[src/rtl/dram_ctl_pkg.sv]
// Package: shared cycle-kind encoding for the strobe decoder.
package dram_ctl_pkg;
    typedef enum logic [2:0] {
        K_IDLE       = 3'd0,
        K_ROW        = 3'd1,
        K_ACCESS     = 3'd2,
        K_CBR        = 3'd3,
        K_TEST_ENTRY = 3'd4,
        K_CNT_TEST   = 3'd5
    } cyc_kind_e;
endpackage

[src/rtl/dram_strobe_sampler.sv]
// Samples the asynchronous strobes and address on the internal clock
// and produces single-cycle edge flags.
// Assumes that the strobes are held for at least two clocks between edges.
module dram_strobe_sampler #(
    parameter int ADDR_W = 10
) (
    input  logic              clk,
    input  logic              rst_n,
    input  logic              ras_n,
    input  logic              cas_n,
    input  logic              we_n,
    input  logic [ADDR_W-1:0] addr_in,
    output logic              ras_fall,
    output logic              ras_rise,
    output logic              cas_fall,
    output logic              cas_lvl,
    output logic              we_lvl,
    output logic [ADDR_W-1:0] addr_s
);
    logic s_ras, p_ras, s_cas, p_cas, s_we;

    // Sample stage plus one delayed copy for edge detection.
    always_ff @(posedge clk) begin
        if (!rst_n) begin
            s_ras  <= 1'b1;
            p_ras  <= 1'b1;
            s_cas  <= 1'b1;
            p_cas  <= 1'b1;
            s_we   <= 1'b1;
            addr_s <= '0;
        end else begin
            s_ras  <= ras_n;
            p_ras  <= s_ras;
            s_cas  <= cas_n;
            p_cas  <= s_cas;
            s_we   <= we_n;
            addr_s <= addr_in;
        end
    end

    // Edge flags from the sampled and delayed levels.
    always_comb begin
        ras_fall = p_ras & ~s_ras;
        ras_rise = ~p_ras & s_ras;
        cas_fall = p_cas & ~s_cas;
        cas_lvl  = s_cas;
        we_lvl   = s_we;
    end
endmodule

[src/rtl/dram_rfsh_counter.sv]
// Internal refresh row counter. It wraps naturally at 2**W and
// advances by one on each inc pulse.
module dram_rfsh_counter #(
    parameter int W = 10
) (
    input  logic         clk,
    input  logic         rst_n,
    input  logic         inc,
    output logic [W-1:0] count
);
    localparam logic [W-1:0] ONE = W'(1);

    // Count refresh cycles that consumed the counter row.
    always_ff @(posedge clk) begin
        if (!rst_n)   count <= '0;
        else if (inc) count <= count + ONE;
    end
endmodule

[src/rtl/dram_cycle_classifier.sv]
// Classifies each row-strobe cycle from the order of the strobe edges.
// It chooses the row source, latches columns and keeps the test-mode flag.
// Assumes that the edge flags come from dram_strobe_sampler.
module dram_cycle_classifier
    import dram_ctl_pkg::*;
#(
    parameter int ADDR_W = 10
) (
    input  logic              clk,
    input  logic              rst_n,
    input  logic              ras_fall,
    input  logic              ras_rise,
    input  logic              cas_fall,
    input  logic              cas_lvl,
    input  logic              we_lvl,
    input  logic [ADDR_W-1:0] addr_s,
    input  logic [ADDR_W-1:0] ctr,
    output cyc_kind_e         state,
    output logic [ADDR_W-1:0] row,
    output logic [ADDR_W-1:0] col,
    output logic              col_load,
    output logic              rfsh_done,
    output logic              tm,
    output logic              ctr_inc
);
    logic uses_ctr;

    // Cycle kinds that take their row from the refresh counter.
    always_comb begin
        uses_ctr = (state == K_CBR) || (state == K_TEST_ENTRY) || (state == K_CNT_TEST);
        ctr_inc  = ras_rise && uses_ctr;
    end

    // Cycle state, address latches and mode flag.
    always_ff @(posedge clk) begin
        if (!rst_n) begin
            state     <= K_IDLE;
            row       <= '0;
            col       <= '0;
            col_load  <= 1'b0;
            rfsh_done <= 1'b0;
            tm        <= 1'b0;
        end else begin
            col_load  <= 1'b0;
            rfsh_done <= 1'b0;
            if (ras_rise && state != K_IDLE) begin
                state     <= K_IDLE;
                rfsh_done <= (state != K_ACCESS);
                if (state == K_ROW) tm <= 1'b0;
            end else begin
                case (state)
                    K_IDLE: begin
                        if (ras_fall) begin
                            if (!cas_lvl) begin
                                row <= ctr;
                                if (!we_lvl) begin
                                    state <= K_TEST_ENTRY;
                                    tm    <= 1'b1;
                                end else begin
                                    state <= K_CBR;
                                    tm    <= 1'b0;
                                end
                            end else begin
                                row   <= addr_s;
                                state <= K_ROW;
                            end
                        end
                    end
                    K_ROW, K_ACCESS: begin
                        if (cas_fall) begin
                            col      <= addr_s;
                            col_load <= 1'b1;
                            state    <= K_ACCESS;
                        end
                    end
                    K_CBR, K_TEST_ENTRY, K_CNT_TEST: begin
                        if (cas_fall) begin
                            col      <= addr_s;
                            col_load <= 1'b1;
                            state    <= K_CNT_TEST;
                        end
                    end
                    default: state <= K_IDLE;
                endcase
            end
        end
    end
endmodule

[src/rtl/dram_rfsh_ctl.sv]
// Top level: strobe sampler, cycle classifier and refresh counter.
// All outputs are registered and follow a sampled strobe edge by two clocks.
module dram_rfsh_ctl #(
    parameter int ADDR_W = 10
) (
    input  logic              clk,
    input  logic              rst_n,
    input  logic              ras_n,
    input  logic              cas_n,
    input  logic              we_n,
    input  logic [ADDR_W-1:0] addr_in,
    output logic [ADDR_W-1:0] row_addr,
    output logic [ADDR_W-1:0] col_addr,
    output logic              col_load,
    output logic [2:0]        cycle_kind,
    output logic              rfsh_done,
    output logic              test_mode,
    output logic [ADDR_W-1:0] rfsh_row
);
    import dram_ctl_pkg::*;

    logic              ras_fall, ras_rise, cas_fall, cas_lvl, we_lvl, ctr_inc;
    logic [ADDR_W-1:0] addr_s;
    cyc_kind_e         kind;

    dram_strobe_sampler #(.ADDR_W(ADDR_W)) smp_i (
        .clk(clk), .rst_n(rst_n), .ras_n(ras_n), .cas_n(cas_n), .we_n(we_n),
        .addr_in(addr_in), .ras_fall(ras_fall), .ras_rise(ras_rise),
        .cas_fall(cas_fall), .cas_lvl(cas_lvl), .we_lvl(we_lvl), .addr_s(addr_s)
    );

    dram_cycle_classifier #(.ADDR_W(ADDR_W)) cls_i (
        .clk(clk), .rst_n(rst_n), .ras_fall(ras_fall), .ras_rise(ras_rise),
        .cas_fall(cas_fall), .cas_lvl(cas_lvl), .we_lvl(we_lvl), .addr_s(addr_s),
        .ctr(rfsh_row), .state(kind), .row(row_addr), .col(col_addr),
        .col_load(col_load), .rfsh_done(rfsh_done), .tm(test_mode), .ctr_inc(ctr_inc)
    );

    dram_rfsh_counter #(.W(ADDR_W)) ctr_i (
        .clk(clk), .rst_n(rst_n), .inc(ctr_inc), .count(rfsh_row)
    );

    // Present the cycle kind as its plain encoding.
    always_comb cycle_kind = kind;
endmodule

[config.mk]
export PLATFORM = sky130hd
export DESIGN_NAME = dram_rfsh_ctl
export DESIGN_NICKNAME = d
export VERILOG_FILES = /design/src/rtl/dram_ctl_pkg.sv /design/src/rtl/dram_strobe_sampler.sv /design/src/rtl/dram_rfsh_counter.sv /design/src/rtl/dram_cycle_classifier.sv /design/src/rtl/dram_rfsh_ctl.sv
export SDC_FILE = /design/constraint.sdc
export NUM_CORES = 1
export LEC_CHECK = 0
export ABC_CLOCK_PERIOD_IN_PS = 2400
export CAP_MARGIN = 20
export CORE_AREA = 2 2 69 71
export DETAILED_ROUTE_END_ITERATION = 6
export DIE_AREA = 0 0 71 73
export DONT_BUFFER_PORTS = 1
export HOLD_SLACK_MARGIN = 0.12
export MAX_ROUTING_LAYER = met4
export PLACE_DENSITY = 0.69
export SKIP_CTS_REPAIR_TIMING = 1
export SLEW_MARGIN = 20
export SYNTH_ARGS = -nofsm -noshare
export SYNTH_HDL_FRONTEND = slang
export SYNTH_HIERARCHICAL = 1
export SYNTH_SLANG_ARGS = --single-unit
[constraint.sdc]
create_clock -name clk -period 2.4 [get_ports clk]
set_input_delay 0.24 -clock clk [delete_from_list [all_inputs] [get_ports clk]]
set_output_delay 0.24 -clock clk [all_outputs]
set_load 0.01 [all_outputs]
# Word level (Yosys, flattened, before mapping)
# Cells that the tools add are included.
[word_totals] regBits=51 input_bits=15 output_inout_bits=36 word_cells=66
[op_classes] n_addsub=1 eq_ne=11 n_mux=14 bitwise_logic=9 n_reduce_logical=18
[op_table] op="3-bit two-way mux" count=5
[op_table] op="10-bit by 1-bit adder with 10-bit output, second input constant" count=1
[op_table] op="10-bit two-way mux" count=1
[op_table] op="3-bit case mux with 3 select lines" count=1
[op_table] op="3-bit AND reduction" count=3
[op_table] op="1-bit two-way mux" count=7
[op_table] op="3-bit by 2-bit == test with 1-bit output, second input constant" count=2
[op_table] op="3-bit == test, second input constant" count=2
[op_table] op="2-bit inequality test, second input constant" count=3
[op_table] op="1-bit NOT" count=6
[op_table] op="3-bit OR reduction" count=2
[op_table] op="5-bit OR reduction" count=1
[op_table] op="2-bit by 1-bit inequality test with 1-bit output, second input constant" count=2
[op_table] op="4-bit AND reduction" count=1
[op_table] op="2-bit nonzero test" count=2
[op_table] op="2-bit OR reduction" count=2
[op_table] op="1-bit AND" count=3
[op_table] op="3-bit by 1-bit == test with 1-bit output, second input constant" count=1
[op_table] op="3-bit logical NOT" count=1
[op_table] op="3-bit by 2-bit inequality test with 1-bit output, second input constant" count=1
[op_table] op="3-bit nonzero test" count=1
[op_table] op="1-bit logical AND" count=2
[op_table] op="1-bit logical OR" count=2
[op_table] op="2-bit AND reduction" count=1

# Depth between registers and ports, before layout
# Gate-level depths: netlist (run 1).
[logic_depth] ltp_word=5 ltp_mapped=8 mapped_depth_nobuf=6

# By module
# The synthesis (run 1) kept the hierarchy.
[modules_own_cells] module="dram_cycle_classifier" instances=1 cells_each=130 area_each_um2=1256.2 seq_area_each_um2=520.5
[modules_own_cells] module="dram_rfsh_counter" instances=1 cells_each=49 area_each_um2=462.9 seq_area_each_um2=200.2
[modules_own_cells] module="dram_strobe_sampler" instances=1 cells_each=34 area_each_um2=432.9 seq_area_each_um2=300.3

# Worst setup path after synthesis (run 1)
# Ideal clock, no wire load.
[synth_path] path_kind="register to register" from="register cls_i.state[0]" to="register ctr_i.count[7]" setup_ns=0.070 t_arrival_ns=1.804 required_time_ns=2.330 path_slack_ns=0.526 stages_incl_launch_ff=9 n_path_buf=2 synth_period_minus_slack_ns=1.874 cell_sequence="dfxtp_1 > buf_2 > nor2b_1 > nand2_1 > a21oi_1 > buf_4 > nand3_2 > or4_1 > a21boi_1"
[synth_between] elab_chain_cells=4 word_cells_on_any_way=6 classes_between="eq/ne (3); reduce/logical (3)"
[synth_rtl] element="start: declaration" line_no="dram_cycle_classifier.sv:18" text="output cyc_kind_e state,"
[synth_rtl] element="start signal: assignment" line_no="dram_cycle_classifier.sv:37" text="state <= K_IDLE;"
[synth_rtl] element="start signal: assignment" line_no="dram_cycle_classifier.sv:47" text="state <= K_IDLE;"
[synth_rtl] element="start signal: assignment" line_no="dram_cycle_classifier.sv:57" text="state <= K_TEST_ENTRY;"
[synth_rtl] element="3-bit by 2-bit == test with 1-bit output / 3-bit == test (equally long branches)" line_no="dram_cycle_classifier.sv:30" text="uses_ctr = (state == K_CBR) || (state == K_TEST_ENTRY) || (state == K_CNT_TEST);"
[synth_rtl] element="1-bit logical OR" line_no="dram_cycle_classifier.sv:30"
[synth_rtl] element="1-bit logical OR (*)" line_no="dram_cycle_classifier.sv:30"
[synth_rtl] element="1-bit logical AND (*)" line_no="dram_cycle_classifier.sv:31" text="ctr_inc = ras_rise && uses_ctr;"
[synth_rtl] element="named net ctr_inc" line_no="dram_rfsh_ctl.sv:22" text="logic ras_fall, ras_rise, cas_fall, cas_lvl, we_lvl, ctr_inc;"
[synth_rtl] element="end signal: assignment" line_no="dram_rfsh_counter.sv:16" text="else if (inc) count <= count + ONE;"
[synth_rtl] element="end: declaration" line_no="dram_rfsh_counter.sv:9" text="output logic [W-1:0] count"
# The timed path passes the listed nets; every way through them passes the cells marked *.
# A chain may end at the register's enable or synchronous reset.

# Final worst setup path (run 1)
[layout_path] from="register smp_i.s_ras" to="register ctr_i.count[7]"
[layout_between] elab_chain_cells=2
[layout_rtl] element="start: declaration" line_no="dram_strobe_sampler.sv:20" text="logic s_ras, p_ras, s_cas, p_cas, s_we;"
[layout_rtl] element="start signal: assignment" line_no="dram_strobe_sampler.sv:32" text="s_ras <= ras_n;"
[layout_rtl] element="1-bit AND" line_no="dram_strobe_sampler.sv:44" text="ras_rise = ~p_ras & s_ras;"
[layout_rtl] element="named net ras_rise" line_no="dram_rfsh_ctl.sv:22"
[layout_rtl] element="1-bit logical AND" line_no="dram_cycle_classifier.sv:31"
[layout_rtl] element="named net ctr_inc" line_no="dram_rfsh_ctl.sv:22"
# The timed path passes the listed nets, and every way through them passes these cells.

==> metrics.cfg, run 1 <==
[final_layout]
final_nets = 248
instances_no_fill = 287
drive_above_1_share_pct = 12.4
antenna_cells = 0
syn_to_final_growth_pct = 15.5
fillers = 379
multi_input_area_sq_um = 1020
regArea_sq_um = 1020

[placement]
hpwl_um = 2920
place_inst = 259
gp_congestion = 0.911
io_buffers = 0

[global_routing]
grt_remaining_overflow = 0
grt_pass1_vias = 1321
grt_max_degree = 63
antenna_found_initial = 0
track_usage_pct = 17.1
grt_pass1_wl_um = 6660

[worst_setup_path]
worst_setup_path_end_kind = register
path_class = reg2reg
required_ns = 2.64
reg2reg_to = ctr_i/count[7]$_SDFFE_PN0P_
crit_chain = nor2b_1 > inv_1 > a21oi_1 > buf_4 > nand3_2 > or4_1 > a21boi_1
start_kind = register
rrSetupSlack_ns = 0.45
cp_slowest_cell = or4_1
slowest_delay_ns = 0.53
cp_max_fo = 6
critical_path_arrival_ns = 2.18
reg2reg_depth = 7
r2r_start = smp_i/s_ras$_SDFF_PN1_

[yosys]
synth.most_common_cell = dfxtp_1
syn_area_sq_um = 2150
synth_area_leaders = dfxtp_1 (47%), mux2i_1 (11%), nand2_1 (6.6%)
yosysSeqAreaShare_pct = 47.4
synth_top_area_cell = dfxtp_1
yosysUniqueCellTypes = 46
synthCells = 213
synth_ff_type = dfxtp_1
yosys.area.top_type_share_pct = 47.4
syn-num-nets = 229
synth_seq_cells = 51
syn-mean-instance-area_sq_um = 10.1
ys_top_cells_by_count = dfxtp_1 (51), nand2_1 (38), mux2i_1 (23)
synth-edff-count = 0
async_flop_share_pct = 0
yosys_warnings = 6

[detailed_routing]
vias = 1508
avgRoutedWirePerCell_um = 15.7
drtIter0Drc = 66
ant_nets = 0
totalWireLength_um = 4500
viasPerCell = 5.25
drc = 0
dr.pass1.iters = 4

[pwr]
peakVddDrop_mv = 0.303
combPwrFrac_pct = 10.2
p_int_uw = 1200
power_density_nw_per_um2 = 641
clkPwrFrac_pct = 32.5
seq_power_share_pct = 57.4
swShare_pct = 24.8
power_switching_uw = 395
total_power_uw = 1590
leakage_uw = 0.00104

[die]
core.rowCount = 25
initial_core_util_pct = 47.4
io_pins = 51
fp.dieArea_sq_um = 5180
die_y_um = 73
core-area_sq_um = 4540
die-width_um = 71

[sta]
max_freq_ghz = 0.513
finalSetupTns_ns = 0
fin_crit_ns = 1.95
setup_violations = 0
drv_slew = 0
maxSlewHeadroom_pct = 72.5
worst_slew_pin_slew_ns = 0.412
finalCritPeriodShare_pct = 81.2
finClkSkew_ns = 0.0103
hold_viol = 0
rsz0062_at_grt = false

[run_status]
status = complete, no violations

[clock_network]
cts_made_buffers = 5
cts_tree = yes
cts_buffer_depth = 2
htree_levels = 2
cts_sinks = 51
path_clk_slew_ns = 0.09
cts_root_buf = clkbuf_8
clk_latency_ns = 0.31

[flow_run]
max_cap_violations = 0

[worst_hold_path]
holdPathStages = 2
holdPathEnd = ctr_i/count[5]$_SDFFE_PN0P_
hold_path.class = in2reg
hp-start = rst_n

-- flip-flops by register name, summed over array words and instances, names as in the netlist, 3 cells and up --
register	flops
cls_i/col	10
cls_i/row	10
ctr_i/count	10
cls_i/state	3
smp_i/addr_s	10
-- worst max path at each step --
stage	start	end	slack, ns	depth (start not counted)
5_1_grt	smp_i/s_ras$_SDFF_PN1_	ctr_i/count[8]$_SDFFE_PN0P_	0.22	7
3_5_place_dp	smp_i/s_ras$_SDFF_PN1_	ctr_i/count[7]$_SDFFE_PN0P_	0.48	7
6_report	smp_i/s_ras$_SDFF_PN1_	ctr_i/count[7]$_SDFFE_PN0P_	0.45	7
4_1_cts	smp_i/s_ras$_SDFF_PN1_	ctr_i/count[7]$_SDFFE_PN0P_	0.44	7
3_3_place_gp	smp_i/s_ras$_SDFF_PN1_	ctr_i/count[7]$_SDFFE_PN0P_	0.56	7
2_1_floorplan	cls_i/state[0]$_SDFFE_PP0P_	ctr_i/count[7]$_SDFFE_PN0P_	0.53	8
-- layout make-up --
| type | count | area share (%) |
|---|---|---|
| sequential | 51 | 41.1 |
| multi-input combinational | 143 | 41.1 |
| timing repair buffer | 27 | 10.6 |
| clock buffer | 6 | 3.32 |
| tap | 54 | 2.72 |
| clock inverter | 2 | 0.654 |
| inverter | 4 | 0.604 |
-- cells by family after synthesis --
logic type | after synthesis | synth area share, %
compound gates | 30 | 11.9
buf+inv | 19 | 5.12
mux | 23 | 10.7
xor+xnor | 4 | 1.63
fa+ha+maj | 1 | 0.581
simple gates | 85 | 22.6
flops | 51 | 47.4
-- metal layers --
layer | global-route usage [%] | part of all wire, %
met1 | 21.1 | 42
met2 | 26.8 | 50
met3 | 5.11 | 5.6
met4 | 6.29 | 2.2
met5 | - | 0
-- cell usage in the layout (no fill, tap or decap), drive strengths merged, types with 2 or more instances in the layout --
master / count
dfxtp: 51
nand2: 38
mux2i: 23
dlygate4sd3: 19
and2: 15
o211a: 11
buf: 8
clkbuf: 6
nor2b: 5
or2b: 5
o21ai: 5
a21boi: 5
inv: 4
nand2b: 3
nand4: 3
xnor2: 3
nand3: 3
a21oi: 2
or3: 2
nor4b: 2
nor3: 2
-- power by group through the flow --
stage,Sequential (uW),Combinational [uW],Clock (uW)
2_1_floorplan,927,117,0
3_3_place_gp,934,121,0
3_5_place_dp,935,122,0
4_1_cts,915,123,539
5_1_grt,919,179,571
6_report,915,162,518
-- per-stage QoR --
stage	worst slack (ns)	instance area (sq um)	util [%]	hold WS (ns)
2_1_floorplan	0.526	2150	-	0.336
3_3_place_gp	0.557	2180	48.0	0.340
3_5_place_dp	0.482	2180	48.0	0.339
4_1_cts	0.443	2280	50.2	0.0125
5_1_grt	0.225	2490	54.8	0.142
6_report	0.452	2490	54.8	0.132
-- worst max-delay path, delay by kind of cell, from the launching register on --
kind | cells | cell delay (ns)
AO/OA/AOI/OAI | 2 | 0.27
buffers and inverters | 2 | 0.27
flip-flops | 1 | 0.35
AND/OR/NAND/NOR | 3 | 1.00
Note: power is estimated with default switching activity, not from simulation.
==> inputs of run 2 (changes only) <==
--- a/config.mk
+++ b/config.mk
@@ -5,7 +5,7 @@
 export SDC_FILE = /design/constraint.sdc
 export NUM_CORES = 1
 export LEC_CHECK = 0
-export ABC_CLOCK_PERIOD_IN_PS = 2400
+export ABC_CLOCK_PERIOD_IN_PS = 1900
 export CAP_MARGIN = 20
 export CORE_AREA = 2 2 69 71
 export DETAILED_ROUTE_END_ITERATION = 6
==> constraint.sdc (replaced) <==
create_clock -name clk -period 1.9 [get_ports clk]
set_input_delay 0.19 -clock clk [delete_from_list [all_inputs] [get_ports clk]]
set_output_delay 0.19 -clock clk [all_outputs]
set_load 0.01 [all_outputs]
==> metrics.cfg, run 2 (same netlist as run 1, synthesis figures left out) <==
[pwr]
combPwrFrac_pct = 10.6
clkPwrFrac_pct = 30.6
power_density_nw_per_um2 = 789
peakVddDrop_mv = 0.528
swShare_pct = 25.0
total_power_uw = 1960
p_int_uw = 1470
leakage_uw = 0.00105
power_switching_uw = 491
seq_power_share_pct = 58.8

[sta]
finalSetupTns_ns = 0
max_freq_ghz = 0.585
rsz0062_at_grt = false
drv_slew = 0
worst_slew_pin_slew_ns = 0.362
holdWs_ns = 0.116
finalCritPeriodShare_pct = 90.0
hold_viol = 0
finalWorstSetupSlack_ns = 0.191
maxSlewHeadroom_pct = 75.9
fin_crit_ns = 1.71
setup_violations = 0
finClkSkew_ns = 0.00790

[worst_setup_path]
worst_setup_path_end_kind = register
cp_max_fo = 5
slowest_delay_ns = 0.52
crit_chain = nor2b_1 > nand2_1 > a21oi_2 > nand3_2 > or4_1 > a21boi_1
cp_slowest_cell = or4_1
required_ns = 2.13
r2r_start = cls_i/state[2]$_SDFFE_PP0P_
reg2reg_to = ctr_i/count[7]$_SDFFE_PN0P_
reg2reg_depth = 6
path_class = reg2reg
worstSetupStartpoint = cls_i/state[2]$_SDFFE_PP0P_
start_kind = register
rrSetupSlack_ns = 0.19
critical_path_arrival_ns = 1.94

[die]
core-area_sq_um = 4540
core.rowCount = 25
die-width_um = 71
die_y_um = 73
io_pins = 51
initial_core_util_pct = 47.4
fp.dieArea_sq_um = 5180

[clock_network]
cts_made_buffers = 5
cts_tree = yes
cts_buffer_depth = 2
cts_sinks = 51
cts_root_buf = clkbuf_8
htree_levels = 2
path_clk_slew_ns = 0.09
clk_latency_ns = 0.30

[placement]
hpwl_um = 3000
gp_congestion = 0.926
io_buffers = 0
post-place-ws_ns = 0.0842

[global_routing]
antenna_found_initial = 0
track_usage_pct = 17.5
grt_pass1_wl_um = 6820
grt_max_degree = 63
grt_pass1_vias = 1325
grt_remaining_overflow = 0

[run_status]
status = complete, no violations

[detailed_routing]
ant_nets = 0
viasPerCell = 5.38
dr.pass1.iters = 4
avgRoutedWirePerCell_um = 15.7
vias = 1549
drc = 0
drtIter0Drc = 77
totalWireLength_um = 4530

[final_layout]
final_common_cell = dfxtp_1
antenna_cells = 0
drive_above_1_share_pct = 13.7
final_nets = 250
layout_common_cells = dfxtp_1 (51), nand2_1 (38), mux2i_1 (23)
utilization_pct = 54.8
fillers = 411
syn_to_final_growth_pct = 15.5

[worst_hold_path]
hp-start = rst_n
holdPathEnd = cls_i/state[1]$_SDFFE_PP0P_
hold_path.class = in2reg
holdPathStages = 2

[flow_run]
max_cap_violations = 0

run 2: cell types whose count changed in the layout (fill, tap and decap cells not counted):
cell	change
clkinv_2	+1
clkbuf_8	-1
a21oi_2	+1
a21oi_1	-1
buf_4	+3
clkinvlp_4	-1
dlygate4sd3_1	-1
run 2: cell type report:
class                           count  area, sq um  area share, %
Clock buffer                        5         68.8           2.77
Clock inverter                      2         13.8          0.554
Inverter                            4         15.0          0.604
Multi-Input combinational cell    143         1020           41.2
Sequential cell                    51         1020           41.1
Tap cell                           54         67.6           2.72
Timing Repair Buffer               29          275           11.1
run 2: through the flow:
| step | cells | area [sq um] |
|---|---|---|
| floorplan | 213 | 2150 |
| global placement | 262 | 2200 |
| detailed placement | 262 | 2200 |
| CTS | 269 | 2280 |
| global route | 288 | 2490 |
| finish | 288 | 2490 |
run 2: power groups by stage:
stage | sequential [uW] | clock [uW] | combinational (uW)
4_1_cts | 1160 | 618 | 159
5_1_grt | 1160 | 665 | 229
6_report | 1150 | 601 | 208
2_1_floorplan | 1170 | 0 | 147
3_5_place_dp | 1180 | 0 | 159
3_3_place_gp | 1180 | 0 | 156
run 2: how the worst max path moves through the flow:
stage                                             end  slack (ns)  cells past startpoint
after CTS                 ctr_i/count[7]$_SDFFE_PN0P_        0.08                      6
after global placement    ctr_i/count[7]$_SDFFE_PN0P_        0.21                      6
final                     ctr_i/count[7]$_SDFFE_PN0P_        0.19                      6
after global routing      ctr_i/count[8]$_SDFFE_PN0P_        0.03                      6
after detailed placement  ctr_i/count[7]$_SDFFE_PN0P_        0.08                      6
after floorplan           ctr_i/count[7]$_SDFFE_PN0P_        0.03                      8
run 2: worst max-delay path: cells and delay by family (launching register included):
| family | cells | cell delay [ns] |
|---|---|---|
| AO/OA/AOI/OAI | 2 | 0.39 |
| AND/OR/NAND/NOR | 4 | 0.91 |
| flip-flops | 1 | 0.34 |
run 2: per-layer routing:
layer | vias to the layer above | track usage, % | share of wire [%]
li1 | 774 | - | -
met1 | 731 | 21.0 | 43
met2 | 34 | 26.9 | 49
met3 | 10 | 6.22 | 5.6
met4 | 0 | 7.13 | 3.1
met5 | - | - | 0
